[src/rtl/pixsync_pkg.sv]
package pixsync_pkg;

  typedef enum logic {
    RATIO_12 = 1'b0,
    RATIO_16 = 1'b1
  } ratio_e;

  // Low edges expected between two nominal sync pulses.
  function automatic int unsigned low_span(input int unsigned period);
    return period - 1;
  endfunction

endpackage

[src/rtl/pixsync_rst_sync.sv]
module pixsync_rst_sync (
  input  logic clk,
  input  logic rst_n,
  output logic rst_n_s
);

  logic [1:0] stage_q;

  always_ff @(posedge clk or negedge rst_n) begin
    if (!rst_n) stage_q <= 2'b00;
    else        stage_q <= {stage_q[0], 1'b1};
  end

  assign rst_n_s = stage_q[1];

endmodule

[src/rtl/pixsync_edge_trk.sv]
module pixsync_edge_trk #(
  parameter int unsigned HI_MAX = 64,
  parameter int unsigned LO_MAX = 16,
  parameter int unsigned HI_W   = 7,
  parameter int unsigned LO_W   = 5
) (
  input  logic            clk,
  input  logic            rst_n,
  input  logic            sync_in,
  output logic            rise_e,
  output logic            fall_e,
  output logic            hi_hit,
  output logic [HI_W-1:0] hi_cnt,
  output logic [LO_W-1:0] lo_cnt
);

  logic            sync_q;
  logic [HI_W-1:0] hi_q, hi_d;
  logic [LO_W-1:0] lo_q, lo_d;

  always_comb begin
    rise_e = sync_in & ~sync_q;
    fall_e = ~sync_in & sync_q;
    hi_d   = '0;
    lo_d   = '0;
    if (sync_in) begin
      if (!sync_q)                 hi_d = HI_W'(1);
      else if (hi_q == HI_W'(HI_MAX)) hi_d = hi_q;
      else                         hi_d = hi_q + HI_W'(1);
    end else begin
      if (lo_q == LO_W'(LO_MAX))   lo_d = lo_q;
      else                         lo_d = lo_q + LO_W'(1);
    end
    hi_hit = sync_in & (hi_d == HI_W'(HI_MAX));
  end

  always_ff @(posedge clk or negedge rst_n) begin
    if (!rst_n) begin
      sync_q <= 1'b0;
      hi_q   <= '0;
      lo_q   <= '0;
    end else begin
      sync_q <= sync_in;
      hi_q   <= hi_d;
      lo_q   <= lo_d;
    end
  end

  assign hi_cnt = hi_q;
  assign lo_cnt = lo_q;


  hi_sat_chk: assert property (@(posedge clk) disable iff (!rst_n)
    hi_q <= HI_W'(HI_MAX));


  hi_hold_chk: assert property (@(posedge clk) disable iff (!rst_n)
    (hi_q == HI_W'(HI_MAX)) && sync_in |=> hi_q == HI_W'(HI_MAX));

endmodule

[src/rtl/pixsync_period_chk.sv]
module pixsync_period_chk
  import pixsync_pkg::*;
#(
  parameter int unsigned PER_A = 12,
  parameter int unsigned PER_B = 16,
  parameter int unsigned HI_W  = 7,
  parameter int unsigned LO_W  = 5
) (
  input  logic            clk,
  input  logic            rst_n,
  input  ratio_e          ratio,
  input  logic            rise_e,
  input  logic            sample_now,
  input  logic            pd_q,
  input  logic [HI_W-1:0] hi_cnt,
  input  logic [LO_W-1:0] lo_cnt,
  output logic            restart_now
);

  localparam logic [LO_W-1:0] NEED_A = LO_W'(low_span(PER_A));
  localparam logic [LO_W-1:0] NEED_B = LO_W'(low_span(PER_B));

  logic            synced_q, synced_d;
  logic            early_q, early_d;
  logic [LO_W-1:0] need;

  always_comb begin
    need     = (ratio == RATIO_16) ? NEED_B : NEED_A;
    synced_d = synced_q;
    early_d  = early_q;
    if (pd_q)            synced_d = 1'b0;
    else if (sample_now) synced_d = 1'b1;
    if (rise_e)          early_d = synced_q & (lo_cnt < need);
    else if (sample_now || pd_q) early_d = 1'b0;
    restart_now = early_q | (hi_cnt > HI_W'(1));
  end

  always_ff @(posedge clk or negedge rst_n) begin
    if (!rst_n) begin
      synced_q <= 1'b0;
      early_q  <= 1'b0;
    end else begin
      synced_q <= synced_d;
      early_q  <= early_d;
    end
  end


  first_clean_chk: assert property (@(posedge clk) disable iff (!rst_n)
    !synced_q && rise_e |=> !early_q);

endmodule

[src/rtl/pixsync_pd_ctrl.sv]
module pixsync_pd_ctrl (
  input  logic clk,
  input  logic rst_n,
  input  logic sync_in,
  input  logic hi_hit,
  output logic pd_q
);

  logic pd_d;

  always_comb begin
    if (pd_q) pd_d = sync_in;
    else      pd_d = hi_hit;
  end

  always_ff @(posedge clk or negedge rst_n) begin
    if (!rst_n) pd_q <= 1'b0;
    else        pd_q <= pd_d;
  end


  wake_low_chk: assert property (@(posedge clk) disable iff (!rst_n)
    $fell(pd_q) |-> !$past(sync_in));


  enter_high_chk: assert property (@(posedge clk) disable iff (!rst_n)
    $rose(pd_q) |-> $past(sync_in));

endmodule

[src/rtl/pixsync_seq.sv]
module pixsync_seq
  import pixsync_pkg::*;
#(
  parameter int unsigned PER_A    = 12,
  parameter int unsigned PER_B    = 16,
  parameter int unsigned PD_EDGES = 64,
  parameter int unsigned IDX_W    = 8
) (
  input  logic             clk,
  input  logic             rst_n,
  input  logic             ratio_sel,
  input  logic             pix_sync,
  output logic             sample_stb,
  output logic             conv_start,
  output logic [IDX_W-1:0] pix_idx,
  output logic             seq_restart,
  output logic             pwr_down,
  output logic             dout_oe
);

  localparam int unsigned HI_W = $clog2(PD_EDGES + 1);
  localparam int unsigned LO_W = $clog2(PER_B + 1);

  logic            rst_n_s;
  logic            rise_e, fall_e, hi_hit, pd_q;
  logic [HI_W-1:0] hi_cnt;
  logic [LO_W-1:0] lo_cnt;
  logic            sample_now, restart_now;
  ratio_e          ratio;

  logic             stb_q, conv_q, rs_q;
  logic             stb_d, conv_d, rs_d;
  logic [IDX_W-1:0] idx_q, idx_d;

  pixsync_rst_sync u_rst (
    .clk     (clk),
    .rst_n   (rst_n),
    .rst_n_s (rst_n_s)
  );

  pixsync_edge_trk #(
    .HI_MAX (PD_EDGES),
    .LO_MAX (PER_B),
    .HI_W   (HI_W),
    .LO_W   (LO_W)
  ) u_trk (
    .clk     (clk),
    .rst_n   (rst_n_s),
    .sync_in (pix_sync),
    .rise_e  (rise_e),
    .fall_e  (fall_e),
    .hi_hit  (hi_hit),
    .hi_cnt  (hi_cnt),
    .lo_cnt  (lo_cnt)
  );

  pixsync_pd_ctrl u_pd (
    .clk     (clk),
    .rst_n   (rst_n_s),
    .sync_in (pix_sync),
    .hi_hit  (hi_hit),
    .pd_q    (pd_q)
  );

  assign ratio      = ratio_e'(ratio_sel);
  assign sample_now = fall_e & ~pd_q;

  pixsync_period_chk #(
    .PER_A (PER_A),
    .PER_B (PER_B),
    .HI_W  (HI_W),
    .LO_W  (LO_W)
  ) u_per (
    .clk         (clk),
    .rst_n       (rst_n_s),
    .ratio       (ratio),
    .rise_e      (rise_e),
    .sample_now  (sample_now),
    .pd_q        (pd_q),
    .hi_cnt      (hi_cnt),
    .lo_cnt      (lo_cnt),
    .restart_now (restart_now)
  );

  always_comb begin
    stb_d  = sample_now;
    conv_d = stb_q;
    rs_d   = sample_now & restart_now;
    idx_d  = idx_q;
    if (hi_hit || pd_q)  idx_d = '0;
    else if (sample_now) idx_d = idx_q + IDX_W'(1);
  end

  always_ff @(posedge clk or negedge rst_n_s) begin
    if (!rst_n_s) begin
      stb_q  <= 1'b0;
      conv_q <= 1'b0;
      rs_q   <= 1'b0;
      idx_q  <= '0;
    end else begin
      stb_q  <= stb_d;
      conv_q <= conv_d;
      rs_q   <= rs_d;
      idx_q  <= idx_d;
    end
  end

  assign sample_stb  = stb_q;
  assign conv_start  = conv_q;
  assign seq_restart = rs_q;
  assign pix_idx     = idx_q;
  assign pwr_down    = pd_q;
  assign dout_oe     = ~pd_q;


  stb_pulse_chk: assert property (@(posedge clk) disable iff (!rst_n_s)
    sample_stb |=> !sample_stb);


  stb_src_chk: assert property (@(posedge clk) disable iff (!rst_n_s)
    sample_stb |-> !$past(pix_sync));


  conv_follow_chk: assert property (@(posedge clk) disable iff (!rst_n_s)
    sample_stb |=> conv_start);


  conv_only_chk: assert property (@(posedge clk) disable iff (!rst_n_s)
    conv_start |-> $past(sample_stb));


  idx_step_chk: assert property (@(posedge clk) disable iff (!rst_n_s)
    sample_stb |-> pix_idx == $past(pix_idx) + IDX_W'(1));


  pd_quiet_chk: assert property (@(posedge clk) disable iff (!rst_n_s)
    pwr_down |-> !sample_stb);

endmodule

[config.mk]
export PLATFORM = sky130hd
export DESIGN_NAME = pixsync_seq
export DESIGN_NICKNAME = d
export VERILOG_FILES = /design/src/rtl/pixsync_pkg.sv /design/src/rtl/pixsync_rst_sync.sv /design/src/rtl/pixsync_edge_trk.sv /design/src/rtl/pixsync_period_chk.sv /design/src/rtl/pixsync_pd_ctrl.sv /design/src/rtl/pixsync_seq.sv
export SDC_FILE = /design/constraint.sdc
export NUM_CORES = 1
export LEC_CHECK = 0
export BUFFER_PORTS_ARGS = -buffer_cell sky130_fd_sc_hd__buf_2
export CAP_MARGIN = 0
export CORE_ASPECT_RATIO = 1.1
export CORE_MARGIN = 2
export CORE_UTILIZATION = 61
export CTS_BUF_LIST = sky130_fd_sc_hd__clkbuf_8 sky130_fd_sc_hd__clkbuf_16
export DETAILED_ROUTE_END_ITERATION = 16
export PLACE_DENSITY = 0.83
export RECOVER_POWER = 25
export SLEW_MARGIN = 10
export SYNTH_ARGS = -nofsm -noshare
export SYNTH_HDL_FRONTEND = slang
export SYNTH_SLANG_ARGS = --single-unit
[constraint.sdc]
create_clock -name clk -period 2.1 [get_ports clk]
set_clock_uncertainty 0.1 [all_clocks]
set_input_delay 0.42 -clock clk [delete_from_list [all_inputs] [get_ports clk]]
set_output_delay 0.42 -clock clk [all_outputs]
set_load 0.1 [all_outputs]
==> results of run 1 <==
[flip-flops by register name, summed over array words and instances, names as in the netlist]
| register | count |
|---|---|
| conv_start | 1 |
| sample_stb | 1 |
| u_trk.sync_q | 1 |
| u_trk.hi_cnt | 7 |
| u_rst.stage_q | 2 |
| seq_restart | 1 |
| pix_idx | 8 |
| u_trk.lo_cnt | 5 |
| u_pd.pd_q | 1 |
| u_per.synced_q | 1 |
| u_per.early_q | 1 |
[report_power, final]
group | internal, mW | switching [mW]
Combinational | 0.116 | 0.491
Clock | 0.256 | 0.196
Sequential | 0.622 | 0.0826
Total | 0.995 | 0.770
[cell usage after synthesis (all sizes together)]
cell,n
and3b,1
nand2b,1
nor3,1
o21ai,5
o21ba,1
a32o,1
nand4,4
xnor2,6
nor4,1
o31a,1
nand2,8
and4,1
clkbuf,3
o41ai,1
nand3,6
a21boi,2
o21a,1
nor2,24
inv,7
conb,1
and4bb,1
buf,1
ha,7
xor2,10
and3,4
dfrtp,29
nor2b,2
or2,1
and2,2
nand3b,1
mux2i,2
a32oi,1
a22o,1
[stage by stage]
| stage | cell area [sq um] | instances | utilization | setup WS, ns | hold WS (ns) |
|---|---|---|---|---|---|
| finish | 1747 | 199 | 0.7756 | 0.07271 | 0.2220 |
| global route | 1747 | 199 | 0.7756 | -0.008348 | 0.2661 |
| CTS | 1709 | 197 | 0.7589 | 0.003392 | 0.2448 |
| detailed placement | 1609 | 188 | 0.7144 | 0.03669 | 0.1080 |
| global placement | 1609 | 188 | 0.7144 | 0.08601 | 0.1042 |
| floorplan | 1454 | 138 | - | 0.1162 | 0.02441 |
[worst min path at each step]
stage / to / slack [ns] / cells past startpoint
final: pix_idx[4] / 0.22 / 0
after global routing: u_rst.stage_q[1] / 0.27 / 0
after CTS: pix_idx[4] / 0.24 / 0
after detailed placement: u_rst.stage_q[0] / 0.11 / 1
after global placement: u_rst.stage_q[1] / 0.10 / 1
after floorplan: u_rst.stage_q[0] / 0.02 / 0
[cell families after synthesis]
family / share of synthesized area
AO/OA/AOI/OAI: 0.08377
multiplexers: 0.01382
AND/OR/NAND/NOR: 0.2081
buffers and inverters: 0.03368
XOR/XNOR: 0.09672
flip-flops: 0.5009
other: 0.002588
adder cells (fa/ha/maj): 0.06045
[placed cells by master, fill, tap and decap left out, types with 2 or more instances in the layout]
cell | Yosys | routed
mux2i_1 | 2 | 2
inv_1 | 7 | 8
buf_2 | 0 | 14
nor2b_1 | 2 | 2
o21ai_0 | 4 | 3
xor2_1 | 10 | 10
nor2_1 | 24 | 23
nand2_1 | 8 | 8
nand4_1 | 4 | 4
nand3_1 | 6 | 6
xnor2_1 | 6 | 6
clkbuf_1 | 3 | 3
and3_1 | 4 | 4
and2_1 | 2 | 2
clkbuf_8 | 0 | 6
dfrtp_1 | 29 | 28
buf_4 | 0 | 8
ha_1 | 7 | 6
[critical path, stage by stage (launching register included)]
cell,delay (ns)
dfrtp_1,0.42
buf_6,0.14
inv_1,0.06
ha_1,0.31
nor2_2,0.13
o21ai_2,0.08
o41ai_4,0.41
buf_4,0.19
o21ai_1,0.07
[area by class of cell]
cell class                 count  area (sq um)
fill                         152         505.5
timing repair buffer          27         162.7
clock inverter                 2         7.507
clock buffer                   6         82.58
inverter                       7         30.03
sequential                    29         726.9
multi-input combinational     98         699.4
tap                           30         37.54
[per-layer routing]
metal	part of all wire	global-route usage
met1	0.40	0.2600
met2	0.52	0.4254
met3	0.052	0.06452
met4	0.021	0.1982
met5	0	0
[repair_timing]
item                                    CTS  global route
resized for setup                         0            10
hold buffers                              1             0
endpoints found under the setup margin    0             8
buffers inserted                          0             2
hold endpoints to repair                  2             0
==> impl_metrics.yaml, run 1 <==
power_and_ir_drop:
  p_per_area_nw_per_um2: 1010
  power.total_mw: 1.765
  p_leak_nw: 0.8476
  peakVddDrop_mv: 0.9118
clock_tree:
  clkTransAtPathRegs_ns: 0.06
  cts_buffer_depth: 2
  clk_latency_ns: 0.29
  root_buffer: "clkbuf_8"
  cts_tree: "yes"
  numCtsBuffers: 5
  htreeDepth: 2
  cts.sinks: 29
global_routing:
  grt_max_degree: 21
  grt.total_usage: 0.2460
  grt_pass1_vias: 1059
  grt.overflow.total: 0
  antenna_found_initial: 0
  grt_pass1_wl_mm: 4.767
detailed_routing:
  dr.pass1.iters: 4
  vias: 1109
  drc: 0
  wirelength_mm: 2.972
  wl_per_cell_um: 14.93
  first_iter_violations: 26
  ant_nets: 0
  via_per_inst: 5.573
timing:
  fin_crit_sh: 0.9654
  fmax_mhz: 493.3
  max_slew_margin: 0.4874
  fin_setup_tns_ns: 0
  tightest_slew_ns: 0.7690
  setup_violations: 0
  final_hold_viol_count: 0
  final-max-slew-violation-count: 0
  period_minus_slack_ns: 2.027
floorplanning:
  die_y_um: 55.12
  die_w_um: 50.47
  start_util: 0.6433
  core_sq_um: 2252
  ios: 17
  row_count: 18
  die-area_sq_um: 2782
setup_path:
  startpoint_type: "register"
  endpoint: "pix_idx[1]"
  reg2reg_to: "pix_idx[1]"
  path_max_fanout: 6
  worstReg2RegStart: "u_trk.hi_cnt[0]"
  path_class: "reg2reg"
  rr_worst_depth: 8
  worstPathArrival_ns: 2.09
  required_ns: 2.16
  r2r_slack_ns: 0.07
  crit_start: "u_trk.hi_cnt[0]"
  end_kind: "register"
yosys:
  synth-seq-cells: 29
  synth_top_area_frac: 0.5009
  ys_warn_count: 0
  synth_area_sq_um: 1449
  synth_fp_nets: 149
  synth-seq-area-share: 0.5009
  synthDistinctLibCells: 35
  synthTopCellsByArea: "dfrtp_1 (50%), nor2_1 (6.2%), ha_1 (6.0%)"
  syn_avg_cell_area_sq_um: 10.50
  synthCells: 138
  synth_top_cell_by_area: "dfrtp_1"
job:
  cap_viol_max_count: 0
finish:
  nets: 179
  drive_above_1_share: 0.2426
  diodes: 0
  area_growth_pct: 20.55
place:
  hpwlAfterDp_mm: 2.093
  finalWeightedCongestion: 0.8063
  portBuffers: 16
hold_path:
  min_path_type: "reg2async"
outcome:
  status: "complete, no violations"
(Power assumes the default switching activity.)
==> run 2: changes to the inputs <==
==> constraint.sdc (replaced) <==
create_clock -name clk -period 2.5 [get_ports clk]
set_clock_uncertainty 0.1 [all_clocks]
set_input_delay 0.5 -clock clk [delete_from_list [all_inputs] [get_ports clk]]
set_output_delay 0.5 -clock clk [all_outputs]
set_load 0.1 [all_outputs]
==> impl_metrics.yaml, run 2 (same netlist as run 1, synthesis figures left out) <==
outcome:
  status: "complete, no violations"
floorplanning:
  core_sq_um: 2252
  start_util: 0.6433
  die_w_um: 50.47
  ios: 17
  die_y_um: 55.12
  die-area_sq_um: 2782
  row_count: 18
timing:
  period_minus_slack_ns: 2.224
  setup_violations: 0
  fin_crit_sh: 0.8895
  tightest_slew_ns: 1.398
  fin_setup_tns_ns: 0
  final_hold_viol_count: 0
  rsz0062_at_grt: "false"
  final-max-slew-violation-count: 0
  max_slew_margin: 0.06776
  fmax_mhz: 449.7
  layout_setup_ws_ns: 0.2762
finish:
  nets: 171
  diodes: 0
  instances_no_fill: 190
  largest_reg_flops: 8
  area_growth_pct: 13.99
  drive_above_1_share: 0.1750
  layout_commonest_cell: "dfrtp_1"
  layout_common_cells: "dfrtp_1 (29), nor2_1 (24), buf_2 (16), xor2_1 (10)"
detailed_routing:
  ant_nets: 0
  dr.pass1.iters: 4
  vias: 1032
  via_per_inst: 5.432
  wl_per_cell_um: 14.19
  drc: 0
  first_iter_violations: 18
  wirelength_mm: 2.697
setup_path:
  path_max_fanout: 9
  worstPathArrival_ns: 2.26
  path_class: "reg2reg"
  end_kind: "register"
  required_ns: 2.54
  startpoint_type: "register"
global_routing:
  grt.overflow.total: 0
  grt_max_degree: 28
  grt_pass1_wl_mm: 4.367
  grt_pass1_vias: 954
  antenna_found_initial: 0
  grt.total_usage: 0.2235
clock_tree:
  numCtsBuffers: 5
  clkTransAtPathRegs_ns: 0.06
  htreeDepth: 2
  cts_buffer_depth: 2
  cts_resized: 0
  root_buffer: "clkbuf_8"
  holdBufCountCts: 1
  cts.sinks: 29
  postCtsSetupBuffers: 0
  clk_latency_ns: 0.28
  cts_tree: "yes"
power_and_ir_drop:
  p_leak_nw: 0.8070
  p_per_area_nw_per_um2: 880.6
  peakVddDrop_mv: 1.036
place:
  hpwlAfterDp_mm: 1.877
  pre_cts_slack_ns: 0.2728
  portBuffers: 16
  finalWeightedCongestion: 0.7867
  dp_cells: 182
hold_path:
  min_path_type: "reg2reg"
job:
  cap_viol_max_count: 0
[run 2: worst paths after layout]
check	startpoint	endpoint	slack, ns	cells past startpoint
setup / recovery	u_trk.hi_cnt[0]	pix_idx[1]	0.28	6
hold / removal	u_rst.stage_q[0]	u_rst.stage_q[1]	0.27	0
setup reg to reg	u_trk.hi_cnt[0]	pix_idx[1]	0.28	6
hold reg to reg	u_rst.stage_q[0]	u_rst.stage_q[1]	0.27	0
max in group asynchronous	u_rst.stage_q[1]	u_trk.hi_cnt[0]	0.90	1
min in group asynchronous	rst_n	u_rst.stage_q[0]	0.43	2
[run 2: power by group]
part           switching (mW)  total, mW  leakage [nW]  internal (mW)
clock network           0.161      0.374        0.0485          0.213
registers              0.0606      0.583         0.376          0.523
logic                   0.408      0.496         0.383         0.0888
total                   0.629       1.45         0.807          0.825
[run 2: critical path, stage by stage, from the launching register on]
cell and delay (ns):
dfrtp_1 0.44, ha_1 0.28, and4_1 0.25, a21boi_0 0.23, o21ai_0 0.18, o41ai_4 0.46, o21ai_1 0.15
[run 2: layer usage]
metal	global-route usage	wire, um	vias up	share of wire
li1	-	-	502	-
met1	0.2592	1168	499	0.43
met2	0.3750	1351	23	0.50
met3	0.08065	125	8	0.046
met4	0.1081	51	0	0.019
met5	0	0	-	0
[run 2: layout make-up]
cell class,count,area [sq um]
Inverter,7,26.28
Clock inverter,1,3.754
Tap cell,30,37.54
Timing Repair Buffer,19,101.3
Sequential cell,29,725.7
Multi-Input combinational cell,98,674.4
Clock buffer,6,82.58
Fill cell,166,600.6
[run 2: through the flow]
stage | hold slack (ns) | instance area (sq um) | utilization | total power [mW]
after global placement | 0.1362 | 1559 | 0.6922 | 1.072
final | 0.2726 | 1652 | 0.7333 | 1.454
after detailed placement | 0.1708 | 1559 | 0.6922 | 1.085
after CTS | 0.1715 | 1655 | 0.7350 | 1.468
after global routing | 0.2810 | 1652 | 0.7333 | 1.512
after floorplan | 0.1044 | 1449 | - | 0.9960
==> run 3: changes to the inputs <==
--- a/config.mk
+++ b/config.mk
@@ -17,4 +17,5 @@
 export SLEW_MARGIN = 10
 export SYNTH_ARGS = -nofsm -noshare
 export SYNTH_HDL_FRONTEND = slang
+export SYNTH_HIERARCHICAL = 1
 export SYNTH_SLANG_ARGS = --single-unit
==> impl_metrics.yaml, run 3 <==
clock_tree:
  cts_buffer_depth: 2
  htreeDepth: 2
  root_buffer: "clkbuf_8"
  clk_latency_ns: 0.28
  cts.sinks: 29
  cts_tree: "yes"
  clkTransAtPathRegs_ns: 0.06
  numCtsBuffers: 5
hold_path:
  hp-start: "u_rst/stage_q[0]"
  hold_path_end: "u_rst/stage_q[1]"
  min_path_type: "reg2reg"
  hold_depth: 0
finish:
  layout_common_cells: "dfrtp_1 (28), buf_2 (16), nor2_1 (14), inv_1 (9)"
  drive_above_1_share: 0.2635
  final_util: 0.7629
  layout_commonest_cell: "dfrtp_1"
  stdcell_area_sq_um: 1735
  diodes: 0
  instances_no_fill: 197
  largest_reg_flops: 8
  area_growth_pct: 18.14
  nets: 176
  nFillCells: 167
power_and_ir_drop:
  p_leak_nw: 0.7907
  p_switching_mw: 0.6803
  p_seq_frac: 0.383
  p_per_area_nw_per_um2: 893.8
  combPwrFrac: 0.346
  clockPowerShare: 0.272
  swShare: 0.4386
  internal_power_mw: 0.8709
  peakVddDrop_mv: 0.9052
  power.total_mw: 1.551
floorplanning:
  core_sq_um: 2275
  die-area_sq_um: 2817
  die_y_um: 55.47
  die_w_um: 50.79
  start_util: 0.6458
  ios: 17
  row_count: 18
global_routing:
  grt.overflow.total: 0
  grt_pass1_vias: 1066
  grt_pass1_wl_mm: 4.733
  grt.total_usage: 0.2333
  antenna_found_initial: 0
  grt_max_degree: 28
detailed_routing:
  wl_met2_mm: 1.582
  ant_nets: 0
  wl_met3_um: 138
  wl_per_cell_um: 14.97
  top_layer_used: "met4"
  wirelength_mm: 2.950
  first_iter_violations: 30
  dr.pass1.iters: 5
  met1_length_mm: 1.179
  drc: 0
  vias: 1117
  via_per_inst: 5.670
job:
  cap_viol_max_count: 0
timing:
  fmax_mhz: 421.2
  final-max-slew-violation-count: 0
  fin_crit_sh: 0.9498
  hold_ws_ns: 0.2639
  setup_violations: 0
  final_hold_viol_count: 0
  tightest_slew_ns: 1.389
  period_minus_slack_ns: 2.374
  max_slew_margin: 0.07398
  layout_setup_ws_ns: 0.1256
  rsz0062_at_grt: "false"
  fin_setup_tns_ns: 0
setup_path:
  worstPathArrival_ns: 2.46
  critPathSlowestCell: "dfrtp_1"
  worstReg2RegStart: "u_trk/hi_cnt[0]"
  startpoint_type: "register"
  reg2reg_to: "pix_idx[7]"
  crit_start: "u_trk/hi_cnt[0]"
  path_class: "reg2reg"
  required_ns: 2.59
  end_kind: "register"
  r2r_slack_ns: 0.13
  rr_worst_depth: 9
  slowest_delay_ns: 0.40
  crit_path_cell_trace: "inv_1 -> ha_1 -> and4bb_2 -> a21oi_1 -> o21ai_1 -> nor4b_4 -> nor2_2 -> a21o_1 -> o31ai_2"
  path_max_fanout: 5
place:
  hpwlAfterDp_mm: 2.047
  place_area_sq_um: 1590
  portBuffers: 16
  finalWeightedCongestion: 0.8416
  pre_cts_slack_ns: 0.02251
  dp_cells: 187
yosys:
  synthDistinctLibCells: 42
  ys_warn_count: 6
  synthTopCellsByArea: "dfrtp_1 (49%), ha_1 (5.1%), nor2_1 (3.8%)"
  synth-edff-count: 0
  ys_top_cells_by_count: "dfrtp_1 (29), nor2_1 (15), inv_1 (9)"
  ys.flop_type: "dfrtp_1"
  synth_fp_nets: 151
  synth_top_area_frac: 0.4940
  synth-seq-cells: 29
  synth_area_sq_um: 1469
  synth-seq-area-share: 0.4940
  synth_top_cell_by_area: "dfrtp_1"
  synthCells: 141
  syn_avg_cell_area_sq_um: 10.42
  yosysMostFrequentCell: "dfrtp_1"
  async_flop_share: 1.000
outcome:
  status: "complete, no violations"
-- run 3: what timing repair did --
item | in CTS | in global routing
gates resized for setup | 1 | 7
hold endpoints to repair | 2 | 0
buffers inserted | 0 | 1
setup endpoints to repair | 2 | 2
hold buffers | 1 | 0
pin swaps | 0 | 1
-- run 3: critical path: cells and delay by family (launching register included) --
kind	cells	cell delay [ns]
buf+inv	1	0.09
simple gates	3	0.73
flops	1	0.40
compound gates	4	0.78
fa+ha+maj	1	0.20
-- run 3: kinds of logic after synthesis --
logic type               Yosys count  share of synthesized area
AND/OR/NAND/NOR                   59                     0.2377
flip-flops                        29                     0.4940
AO/OA/AOI/OAI                     22                     0.1014
buffers and inverters             12                    0.03577
XOR/XNOR                           9                    0.05366
adder cells (fa/ha/maj)            6                    0.05111
multiplexers                       3                    0.02385
other                              1                   0.002553
-- run 3: how the worst max path moves through the flow --
stage                       end  slack (ns)  cells past startpoint
CTS                  pix_idx[6]       0.009                      7
finish               pix_idx[7]        0.13                      9
global placement     pix_idx[6]        0.19                      8
detailed placement   pix_idx[6]        0.02                      8
floorplan           seq_restart        0.11                      2
global route         pix_idx[6]        0.02                      9
-- run 3: metal layers --
metal | track usage | vias to the layer above
li1 | - | 539
met4 | 0.1197 | 0
met3 | 0.08649 | 8
met2 | 0.3741 | 27
met1 | 0.2694 | 543
met5 | 0 | -
-- run 3: power groups by stage --
stage	Clock, mW	Sequential (mW)	Combinational, mW
after floorplan	0	0.926	0.109
after global placement	0	0.595	0.521
after detailed placement	0	0.601	0.532
after CTS	0.433	0.593	0.537
after global routing	0.453	0.602	0.566
final	0.422	0.594	0.536
-- run 3: area by class of cell --
type	count	area, sq um	area share
flip-flops and latches	29	726.9	0.4189
well taps	30	37.54	0.02163
inverters	9	33.78	0.01947
clock buffers	7	96.34	0.05552
clock inverters	1	5.005	0.002884
repair buffers	21	116.4	0.06705
multi-input cells	100	719.4	0.4146
